--- config.mk ---
export PLATFORM = sky130hd
export DESIGN_NAME = spi_hs_master
export DESIGN_NICKNAME = d
export VERILOG_FILES = /design/src/rtl/spi_hs_pkg.sv /design/src/rtl/spi_hs_clkdiv.sv /design/src/rtl/spi_hs_engine.sv /design/src/rtl/spi_hs_rxfifo.sv /design/src/rtl/spi_hs_master.sv
export SDC_FILE = /design/constraint.sdc
export NUM_CORES = 1
export LEC_CHECK = 0
export BUFFER_PORTS_ARGS = -buffer_cell sky130_fd_sc_hd__buf_2
export CAP_MARGIN = 5
export CELL_PAD_IN_SITES_DETAIL_PLACEMENT = 2
export CELL_PAD_IN_SITES_GLOBAL_PLACEMENT = 2
export CORE_ASPECT_RATIO = 1.25
export CORE_MARGIN = 4
export CORE_UTILIZATION = 46
export DETAILED_ROUTE_END_ITERATION = 10
export MAX_ROUTING_LAYER = met4
export PLACE_DENSITY = 0.87
export SYNTH_ARGS = -nofsm -noshare
export SYNTH_HDL_FRONTEND = slang
export SYNTH_HIERARCHICAL = 1
export SYNTH_SLANG_ARGS = --single-unit
--- constraint.sdc ---
create_clock -name clk -period 5.6 [get_ports clk]
set_clock_uncertainty 0.15 [all_clocks]
set_input_delay 0.56 -clock clk [delete_from_list [all_inputs] [get_ports clk]]
set_output_delay 0.56 -clock clk [all_outputs]
set_load 0.01 [all_outputs]
--- src/rtl/spi_hs_pkg.sv ---
package spi_hs_pkg;
  localparam int WORD_W = 24;
  localparam int BITS_W = $clog2(WORD_W + 1);

  typedef enum logic [1:0] {
    WL_8   = 2'b00,
    WL_16  = 2'b01,
    WL_24  = 2'b10,
    WL_24X = 2'b11
  } wl_code_e;

  function automatic logic [BITS_W-1:0] wl_to_bits(input logic [1:0] code);
    case (wl_code_e'(code))
      WL_8:    return BITS_W'(8);
      WL_16:   return BITS_W'(16);
      default: return BITS_W'(24);
    endcase
  endfunction
endpackage

--- src/rtl/spi_hs_clkdiv.sv ---
module spi_hs_clkdiv #(
  parameter int DIV_W = 8
) (
  input  logic             clk,
  input  logic             rst_n,
  input  logic             run,
  input  logic [DIV_W-1:0] div,
  output logic             tick
);
  logic [DIV_W-1:0] cnt;

  assign tick = run && (cnt == div);

  always_ff @(posedge clk or negedge rst_n) begin
    if (!rst_n) begin
      cnt <= '0;
    end else if (!run || tick) begin
      cnt <= '0;
    end else begin
      cnt <= cnt + DIV_W'(1);
    end
  end
endmodule

--- src/rtl/spi_hs_engine.sv ---
module spi_hs_engine
  import spi_hs_pkg::*;
#(
  parameter int W    = WORD_W,
  parameter int NB_W = BITS_W
) (
  input  logic            clk,
  input  logic            rst_n,
  input  logic            clr,
  input  logic            cpol,
  input  logic            cpha,
  input  logic [NB_W-1:0] nbits,
  input  logic            start,
  input  logic [W-1:0]    start_word,
  input  logic            tick,
  input  logic            miso,
  output logic            busy,
  output logic            sclk,
  output logic            mosi,
  output logic            done,
  output logic [W-1:0]    rx_word
);
  localparam int EDGE_W = $clog2(2 * W + 1);

  logic [EDGE_W-1:0] edge_cnt;
  logic [EDGE_W-1:0] last_idx;
  logic [W-1:0]      sr;
  logic [W-1:0]      rxs;
  logic [W-1:0]      rx_next;
  logic [W-1:0]      mask;
  logic [NB_W-1:0]   shamt;
  logic              sclk_q;
  logic              mosi_q;
  logic              busy_q;
  logic              samp;

  assign shamt    = NB_W'(W) - nbits;
  assign mask     = {W{1'b1}} >> shamt;
  assign last_idx = EDGE_W'({nbits, 1'b0}) - EDGE_W'(1);
  // even edge index = leading edge; sampling edge depends on phase
  assign samp     = (~edge_cnt[0]) ^ cpha;
  assign rx_next  = samp ? {rxs[W-2:0], miso} : rxs;
  assign done     = busy_q && tick && (edge_cnt == last_idx);
  assign rx_word  = rx_next & mask;

  assign busy = busy_q;
  assign sclk = sclk_q;
  assign mosi = cpha ? mosi_q : sr[W-1];

  always_ff @(posedge clk or negedge rst_n) begin
    if (!rst_n) begin
      busy_q   <= 1'b0;
      edge_cnt <= '0;
      sclk_q   <= 1'b0;
      mosi_q   <= 1'b0;
      sr       <= '0;
      rxs      <= '0;
    end else if (clr) begin
      busy_q   <= 1'b0;
      edge_cnt <= '0;
      sclk_q   <= cpol;
    end else if (start) begin
      busy_q   <= 1'b1;
      edge_cnt <= '0;
      sclk_q   <= cpol;
      sr       <= start_word << shamt;
      rxs      <= '0;
    end else if (busy_q && tick) begin
      edge_cnt <= edge_cnt + EDGE_W'(1);
      sclk_q   <= ~sclk_q;
      rxs      <= rx_next;
      if (!samp) begin
        mosi_q <= sr[W-1];
        sr     <= {sr[W-2:0], 1'b0};
      end
      if (edge_cnt == last_idx) begin
        busy_q <= 1'b0;
      end
    end else if (!busy_q) begin
      sclk_q <= cpol;
    end
  end
endmodule

--- src/rtl/spi_hs_rxfifo.sv ---
module spi_hs_rxfifo #(
  parameter int W     = 24,
  parameter int DEPTH = 4
) (
  input  logic         clk,
  input  logic         rst_n,
  input  logic         clr,
  input  logic         push,
  input  logic [W-1:0] wdata,
  input  logic         pop,
  output logic [W-1:0] rdata,
  output logic         not_empty,
  output logic         full
);
  localparam int AW = (DEPTH > 1) ? $clog2(DEPTH) : 1;
  localparam int CW = $clog2(DEPTH + 1);

  logic [W-1:0]  mem [DEPTH];
  logic [AW-1:0] wp;
  logic [AW-1:0] rp;
  logic [CW-1:0] cnt;
  logic          do_pop;
  logic          do_push;

  assign not_empty = (cnt != '0);
  assign full      = (cnt == CW'(DEPTH));
  assign do_pop    = pop && not_empty;
  assign do_push   = push && (!full || do_pop);
  assign rdata     = mem[rp];

  function automatic logic [AW-1:0] wrap_inc(input logic [AW-1:0] p);
    return (p == AW'(DEPTH - 1)) ? '0 : p + AW'(1);
  endfunction

  always_ff @(posedge clk) begin
    if (do_push) begin
      mem[wp] <= wdata;
    end
  end

  always_ff @(posedge clk or negedge rst_n) begin
    if (!rst_n) begin
      wp  <= '0;
      rp  <= '0;
      cnt <= '0;
    end else if (clr) begin
      wp  <= '0;
      rp  <= '0;
      cnt <= '0;
    end else begin
      if (do_push) wp <= wrap_inc(wp);
      if (do_pop)  rp <= wrap_inc(rp);
      case ({do_push, do_pop})
        2'b10:   cnt <= cnt + CW'(1);
        2'b01:   cnt <= cnt - CW'(1);
        default: cnt <= cnt;
      endcase
    end
  end
endmodule

--- src/rtl/spi_hs_master.sv ---
module spi_hs_master
  import spi_hs_pkg::*;
#(
  parameter int DIV_W       = 8,
  parameter int FIFO_DEPTH  = 4,
  parameter int SYNC_STAGES = 2
) (
  input  logic              clk,
  input  logic              rst_n,
  input  logic              en,
  input  logic              cpol,
  input  logic              cpha,
  input  logic [DIV_W-1:0]  clk_div,
  input  logic [1:0]        word_len,
  input  logic [1:0]        req_en,
  input  logic              ie_tx,
  input  logic              ie_rx,
  input  logic              ie_err,
  input  logic [WORD_W-1:0] tx_data,
  input  logic              tx_valid,
  output logic              tx_ready,
  output logic [WORD_W-1:0] rx_data,
  output logic              rx_valid,
  input  logic              rx_ready,
  output logic              rx_ovr,
  output logic              irq,
  output logic              sclk,
  output logic              mosi,
  input  logic              miso,
  input  logic              slv_req
);
  logic [WORD_W-1:0]      hold_data;
  logic                   hold_full;
  logic [SYNC_STAGES-1:0] req_pipe;
  logic                   req_sync;
  logic                   req_gate;
  logic [BITS_W-1:0]      nbits;
  logic                   eng_start;
  logic                   eng_busy;
  logic                   eng_done;
  logic                   div_tick;
  logic [WORD_W-1:0]      eng_rx_word;
  logic                   rx_push;
  logic                   rx_pop;
  logic                   fifo_full;
  logic                   ovr_q;

  // request line synchroniser
  genvar gi;
  generate
    for (gi = 0; gi < SYNC_STAGES; gi++) begin : g_sync
      always_ff @(posedge clk or negedge rst_n) begin
        if (!rst_n) begin
          req_pipe[gi] <= 1'b0;
        end else if (gi == 0) begin
          req_pipe[gi] <= slv_req;
        end else begin
          req_pipe[gi] <= req_pipe[(gi == 0) ? 0 : gi - 1];
        end
      end
    end
  endgenerate

  assign req_sync  = req_pipe[SYNC_STAGES-1];
  assign req_gate  = (req_en == 2'b00) || req_sync;
  assign nbits     = wl_to_bits(word_len);
  assign eng_start = en && !eng_busy && hold_full && req_gate;
  assign tx_ready  = en && !hold_full;
  assign rx_pop    = rx_valid && rx_ready;
  assign rx_push   = eng_done;

  always_ff @(posedge clk or negedge rst_n) begin
    if (!rst_n) begin
      hold_full <= 1'b0;
      hold_data <= '0;
    end else if (!en) begin
      hold_full <= 1'b0;
    end else if (tx_valid && tx_ready) begin
      hold_full <= 1'b1;
      hold_data <= tx_data;
    end else if (eng_start) begin
      hold_full <= 1'b0;
    end
  end

  always_ff @(posedge clk or negedge rst_n) begin
    if (!rst_n) begin
      ovr_q <= 1'b0;
    end else if (!en) begin
      ovr_q <= 1'b0;
    end else if (rx_push && fifo_full && !rx_pop) begin
      ovr_q <= 1'b1;
    end
  end

  spi_hs_clkdiv #(.DIV_W(DIV_W)) u_div (
    .clk   (clk),
    .rst_n (rst_n),
    .run   (eng_busy && en),
    .div   (clk_div),
    .tick  (div_tick)
  );

  spi_hs_engine #(.W(WORD_W), .NB_W(BITS_W)) u_eng (
    .clk        (clk),
    .rst_n      (rst_n),
    .clr        (!en),
    .cpol       (cpol),
    .cpha       (cpha),
    .nbits      (nbits),
    .start      (eng_start),
    .start_word (hold_data),
    .tick       (div_tick),
    .miso       (miso),
    .busy       (eng_busy),
    .sclk       (sclk),
    .mosi       (mosi),
    .done       (eng_done),
    .rx_word    (eng_rx_word)
  );

  spi_hs_rxfifo #(.W(WORD_W), .DEPTH(FIFO_DEPTH)) u_rxq (
    .clk       (clk),
    .rst_n     (rst_n),
    .clr       (!en),
    .push      (rx_push),
    .wdata     (eng_rx_word),
    .pop       (rx_pop),
    .rdata     (rx_data),
    .not_empty (rx_valid),
    .full      (fifo_full)
  );

  assign rx_ovr = ovr_q;
  assign irq    = (ie_tx && tx_ready) || (ie_rx && rx_valid) || (ie_err && ovr_q);
endmodule

==> results of run 1 <==
==> layout make-up <==
type | count | area (sq um) | share of cell area [%]
clock buffers | 18 | 429 | 3.81
clock inverters | 14 | 170 | 1.51
inverters | 20 | 75.1 | 0.666
multi-input cells | 519 | 4390 | 39.0
flip-flops and latches | 196 | 5390 | 47.8
well taps | 279 | 349 | 3.10
repair buffers | 88 | 470 | 4.17
==> cells in the final DEF (no fill, tap or decap), types with 6 or more instances in the layout <==
master,n
dfrtp_1,100
edfxtp_1,96
buf_2,76
nand2_1,62
nor2_1,60
mux4_2,45
a21oi_1,29
mux2i_1,27
a22o_1,25
mux2_4,20
inv_1,19
xor2_1,18
clkbuf_16,17
nor3_1,16
conb_1,14
mux2_2,13
buf_4,12
ha_1,12
o21ai_1,12
a211oi_1,11
nand2b_1,10
a221oi_1,10
xnor2_1,10
o21ai_0,9
nand3_1,8
a2bb2oi_1,7
and2_1,7
a31oi_1,6
mux2_1,6
==> worst max path at each step <==
stage	endpoint	from	slack [ns]	depth (start not counted)
after floorplan	u_rxq/mem[0][0]	clk_div[7]	1.70	12
after global placement	u_rxq/cnt[2]	clk_div[7]	1.45	12
after detailed placement	u_rxq/mem[1][19]	clk_div[7]	1.15	12
after CTS	u_rxq/cnt[2]	u_div/cnt[4]	1.27	11
after global routing	u_rxq/cnt[1]	u_div/cnt[4]	0.90	12
final	u_rxq/cnt[2]	u_div/cnt[4]	1.25	11
==> logic make-up after synthesis <==
group                      after synthesis  synth area share [%]
DFF                                    196                  53.5
other                                    1                0.0373
muxes                                  111                  17.9
buffers and inverters                   68                  3.43
AOI/OAI and AO/OA                      144                  10.3
xor gates and xnor gates                33                  3.23
adders and majority gates               13                  1.69
and+or+nand+nor                        204                  9.91
==> power by group through the flow <==
stage | clock network (mW) | registers [mW] | logic (mW)
floorplan | 0 | 1.67 | 0.379
global route | 1.34 | 1.69 | 0.580
global placement | 0 | 1.69 | 0.484
detailed placement | 0 | 1.71 | 0.511
CTS | 1.28 | 1.68 | 0.523
finish | 1.25 | 1.68 | 0.539
==> state kept, by name (all words and copies together) (netlist names), 2 cells and up <==
register	count
u_rxq/cnt	3
u_div/cnt	8
u_rxq/mem	96
u_eng/rxs	24
u_rxq/wp	2
u_rxq/rp	2
u_eng/edge_cnt	6
u_eng/sr	24
hold_data	24
==> per-stage QoR <==
stage	instances	utilization (%)	total power [mW]
6_report	1134	52.3	3.48
4_1_cts	1134	52.3	3.48
5_1_grt	1134	52.3	3.62
2_1_floorplan	783	-	2.05
3_3_place_gp	1102	49.5	2.18
3_5_place_dp	1102	49.5	2.22
==> metal layers <==
layer / up-vias / GRT usage [%]
met5: - / -
met4: 0 / 10.3
met3: 63 / 3.09
met2: 182 / 47.1
met1: 3631 / 28.8
li1: 3041 / -
==> metrics, run 1 <==
Clock Tree Buf Depth 2; worst path buffer plus inverter count 1; Sink Count around 200; worst endpoint data arrival time 4.55 ns; # diodes 0; top cells by count, synth 100 x dfrtp_1, 96 x edfxtp_1, 62 x nand2_1; final hold viol count 0; Worst Reg-to-Reg Cells 11; final setup fails 0; Row Count 60; Die Area 24300 sq um; PwrDens 308 nW/um^2; worst r2r src u_div/cnt[4]; global router's overall resource usage ~26%; Synth area leader edfxtp_1; VDD IR max 0.000210 V; reg2reg setup slack 1.25 ns; Pre-antenna DRT Iters 5; fmax 230 MHz; Final Instance Area 11300 sq um; synthesized area per cell 13.1 sq um; Flop pwr share 48.4%; detailed placement HPWL 20700 um; clk slew on worst S/H paths about 0.08 ns; later-pin clock latency in the skew report 0.45 ns; largest net degree at the start of global routing 53; share of layout cells above drive strength 1 25.1%; cts bufs inserted 17; total routed wirelength 29900 um; Root Buffer clkbuf_16; initial antenna violation count 0; WL per Instance 26.4 um; RR Endpoint u_rxq/cnt[2]; Slew Viols, Final 0; vias in the first global route 7927; family with the most delay on the worst path simple AND/OR/NAND/NOR gates; Starting Density 46.7%; wire length of the first global-routing pass 47500 um; Pint 2.45 mW; Synth Warn # 6; DR WL met3 779 um; DR vias 6917; switching share of total power 29.4%; Max-slew headroom 17.9%; # fillers 2016; most frequent cell after synthesis dfrtp_1; highest routed layer met4; post-CTS setup buffer count 0; Worst Setup Slack, final 1.25 ns; DIE WIDTH around 140 um; # resized after CTS 0; Worst Max-Slew Pin Slew 1.22 ns; Max-cap violations 0; core box area 21500 sq um; H-Tree Depth 4; status finished clean; Crit Path Category flip-flop to flip-flop; routed metal-1 wire length around 11000 um; Die H 173 um; Comb power frac 15.5%; Routed Antenna Nets 0; Final period util 77.6%; Yosys reg bits 196; Yosys cell types 76; GPL Wtd Cong 0.895; IO Pins 78; worst slack, placed 1.15 ns; post-DR vias/cell 6.10; initial drt markers 487; post-synth top area share 28.7%; met2 WL 16800 um; P_leak 4.35 nW; CP Launch Type flip-flop; grt ovf 0; Port Buffers 77; Post-synth EDFFs 96; final critical-path required period 4.35 ns; RSZ-0062 raised after global routing no; Final nets 903; leading post-synthesis cells by cell area edfxtp_1 29%, dfrtp_1 25%, mux4_2 10%, mux2_4 3.0%, mux2i_1 2.7%; Worst EP required 5.80 ns; critical-path cell list xor2_1 -> nor4_2 -> and3_1 -> and2_1 -> and4_1 -> nand4_1 -> inv_1 -> nor2_1 -> fa_1 -> or4_1 -> a31oi_1; Syn Std Cell Area approximately 10000 sq um; hold slack 0.0129 ns; area grow syn2layout 12.0%; placed cell area 10700 sq um; register area share after synthesis 53.5%; CTS hold repair buffers 0; DR DRC count 0; Async SR Flop Fraction 51.0%; Synth Flop Type dfrtp_1; crit path max fanout 10; Syn Inst Count 770; P_sw 1.02 mW; Final TNS setup 0 ns; worst min path class input port to asynchronous set/reset pin; clock share of power 36.1%; Critical Path Max Stage Delay 0.75 ns; crit end category flip-flop; CTS tree yes; CP max stage cell nor4_2
Power figures use the tool's default switching activity.
==> run 2: changes to the inputs <==
--- a/config.mk
+++ b/config.mk
@@ -11,10 +11,10 @@
 export CELL_PAD_IN_SITES_GLOBAL_PLACEMENT = 2
 export CORE_ASPECT_RATIO = 1.25
 export CORE_MARGIN = 4
-export CORE_UTILIZATION = 46
+export CORE_UTILIZATION = 38
 export DETAILED_ROUTE_END_ITERATION = 10
 export MAX_ROUTING_LAYER = met4
-export PLACE_DENSITY = 0.87
+export PLACE_DENSITY = 0.77
 export SYNTH_ARGS = -nofsm -noshare
 export SYNTH_HDL_FRONTEND = slang
 export SYNTH_HIERARCHICAL = 1
==> constraint.sdc (replaced) <==
create_clock -name clk -period 3.9 [get_ports clk]
set_clock_uncertainty 0.15 [all_clocks]
set_input_delay 0.39 -clock clk [delete_from_list [all_inputs] [get_ports clk]]
set_output_delay 0.39 -clock clk [all_outputs]
set_load 0.01 [all_outputs]
==> metrics, run 2 (same netlist as run 1, synthesis figures left out) <==
Starting Density 38.5% (-8.1 points); Worst Setup Slack, final 0.371 ns (-0.884 ns); Final period util 90.5% (+13 points); Die Area 29200 sq um (+20%); CP Launch Type flip-flop; DIE WIDTH 154 um (+9.5%); Final TNS setup 0 ns (unchanged); Storage cell area 5390 sq um (unchanged); Row Count 66 (+10%); core box area 26100 sq um (+21%); crit path max fanout 10 (unchanged); RSZ-0062 raised after global routing no; Sink Count 196 (unchanged); max reg flops 96 (unchanged); CP max stage cell fa_1; failing checks hold timing; GR Util met3 2.91% (-0.18 points); Pre-antenna DRT Iters 5 (unchanged); crit end category flip-flop; P_leak 4.43 nW (+1.7%); # fillers 2645 (+31%); Routed Antenna Nets 0 (unchanged); worst slack, placed 0.192 ns (-0.956 ns); Slew Viols, Final 0 (unchanged); met2 Use GR 38.0% (-9.2 points); Final nets 923 (+2.2%); cts bufs inserted 17 (unchanged); Root Buffer clkbuf_16; CTS tree yes; WL per Instance 23.1 um (-12%); area grow syn2layout 14.3%; Pwr Total 4.92 mW (+42%); share of layout cells above drive strength 1 25.5% (+0.34 points); # diodes 0 (unchanged); vias in the first global route 7751 (-2.2%); clk slew on worst S/H paths 0.07 ns (about the same); Worst EP required 4.04 ns (-1.76 ns); worst min path class input port to asynchronous set/reset pin; IO Pins 78 (unchanged); share of the core filled with cells 44.0% (-8.3 points); DR vias 6901 (-0.23%); VDD IR max 0.000282 V (+34%); largest net degree at the start of global routing 76 (+43%); layer with the highest usage met2; post-DR vias/cell 5.68 (-6.9%); H-Tree Depth 4 (unchanged); initial antenna violation count 0 (unchanged); grt ovf 0 (unchanged); Clock Tree Buf Depth 2 (unchanged); DP Cell Count 1172 (+6.4%); Crit Path Category flip-flop to flip-flop; Max-cap violations 0 (unchanged); wire length of the first global-routing pass 44900 um (-5.4%); register with the most flip-flops u_rxq/mem; final hold viol count 24 (+24); GPL Wtd Cong 0.783 (-13%); status finished, violations left; detailed placement HPWL 19500 um (-5.9%); fin cells 1215 (+7.1%); most frequent cells in the layout 100 x dfrtp_1, 96 x edfxtp_1, 76 x buf_2, 62 x nand2_1, 60 x nor2_1; Critical Path Max Stage Delay 0.52 ns (-0.23 ns); placed cell area 10800 sq um (+1.3%); area of the multi-input gates 4390 sq um (unchanged); global router's overall resource usage 20.4% (-5.6 points); final setup fails 0 (unchanged); worst endpoint data arrival time 3.67 ns (-0.88 ns); critical-path cell list xor2_1 -> nor4_2 -> and3_1 -> and2_1 -> and4_1 -> nand4_1 -> inv_1 -> nor2_1 -> fa_1 -> nand2_1 -> o211a_1 -> a2111oi_0; PwrDens 428 nW/um^2 (+39%); total routed wirelength 28000 um (-6.2%); later-pin clock latency in the skew report 0.45 ns (about the same); Worst Max-Slew Pin Slew 1.17 ns (-0.0483 ns); Max-slew headroom 21.7% (+3.8 points); met1 usage 22.6% (-6.2 points); Die H 190 um (+9.6%); # resized after CTS 0 (unchanged); hold slack -0.0706 ns (-0.0836 ns); initial drt markers 356 (-27%); DR DRC count 0 (unchanged); final critical-path required period 3.53 ns (-0.816 ns); commonest non-fill, non-tap cell in the layout dfrtp_1; Final Instance Area 11500 sq um (+2.0%); fmax 283 MHz (+23%); Port Buffers 77 (unchanged)
run 2: changes by cell type in the layout (fill, tap and decap cells not counted), sizes merged:
| cell | delta |
|---|---|
| dlygate4sd3 | +11 |
| bufinv | +1 |
| inv | -3 |
| clkinvlp | +1 |
| buf | +9 |
| clkinv | +1 |
run 2: worst paths after layout:
| check | start | end | slack, ns | cells after the start |
|---|---|---|---|---|
| max | u_div/cnt[5] | u_rxq/cnt[1] | 0.37 | 12 |
| min | rst_n | u_rxq/rp[1] | -0.07 | 1 |
| max reg2reg | u_div/cnt[5] | u_rxq/cnt[1] | 0.37 | 12 |
| min reg2reg | req_pipe[0] | req_sync | 0.21 | 0 |
| max in group asynchronous | rst_n | hold_data[9] | 2.79 | 2 |
| min in group clk | tx_data[9] | hold_data[9] | 0.03 | 2 |
run 2: cell type report:
class / count / area share [%]
clock buffer: 18 / 3.73
sequential: 196 / 46.9
inverter: 20 / 0.653
clock inverter: 14 / 1.23
timing repair buffer: 108 / 5.64
tap: 340 / 3.70
multi-input combinational: 519 / 38.2
run 2: layer usage:
| layer | share of wire (%) | vias up |
|---|---|---|
| met3 | 2.5 | 32 |
| met5 | 0 | - |
| met4 | 1.8 | 0 |
| met2 | 56 | 140 |
| met1 | 39 | 3647 |
| li1 | - | 3082 |
run 2: power by group:
part           switching, mW  leakage, nW  internal (mW)  total [mW]
Combinational          0.395         2.07          0.372       0.767
Clock                  0.848        0.279          0.903        1.75
Sequential             0.122         2.08           2.28        2.41
Total                   1.37         4.43           3.56        4.92
run 2: critical path, delay by kind of cell (launching register included):
kind | cells | cell delay (ns)
XOR/XNOR | 1 | 0.18
buffers and inverters | 1 | 0.27
AND/OR/NAND/NOR | 7 | 1.22
AO/OA/AOI/OAI | 2 | 0.59
adder cells (fa/ha/maj) | 1 | 0.52
flip-flops | 1 | 0.44
run 2: timing repair:
item,CTS,global route
hold buffers,10,1
setup buffers,0,0
endpoints found under the hold margin,10,1
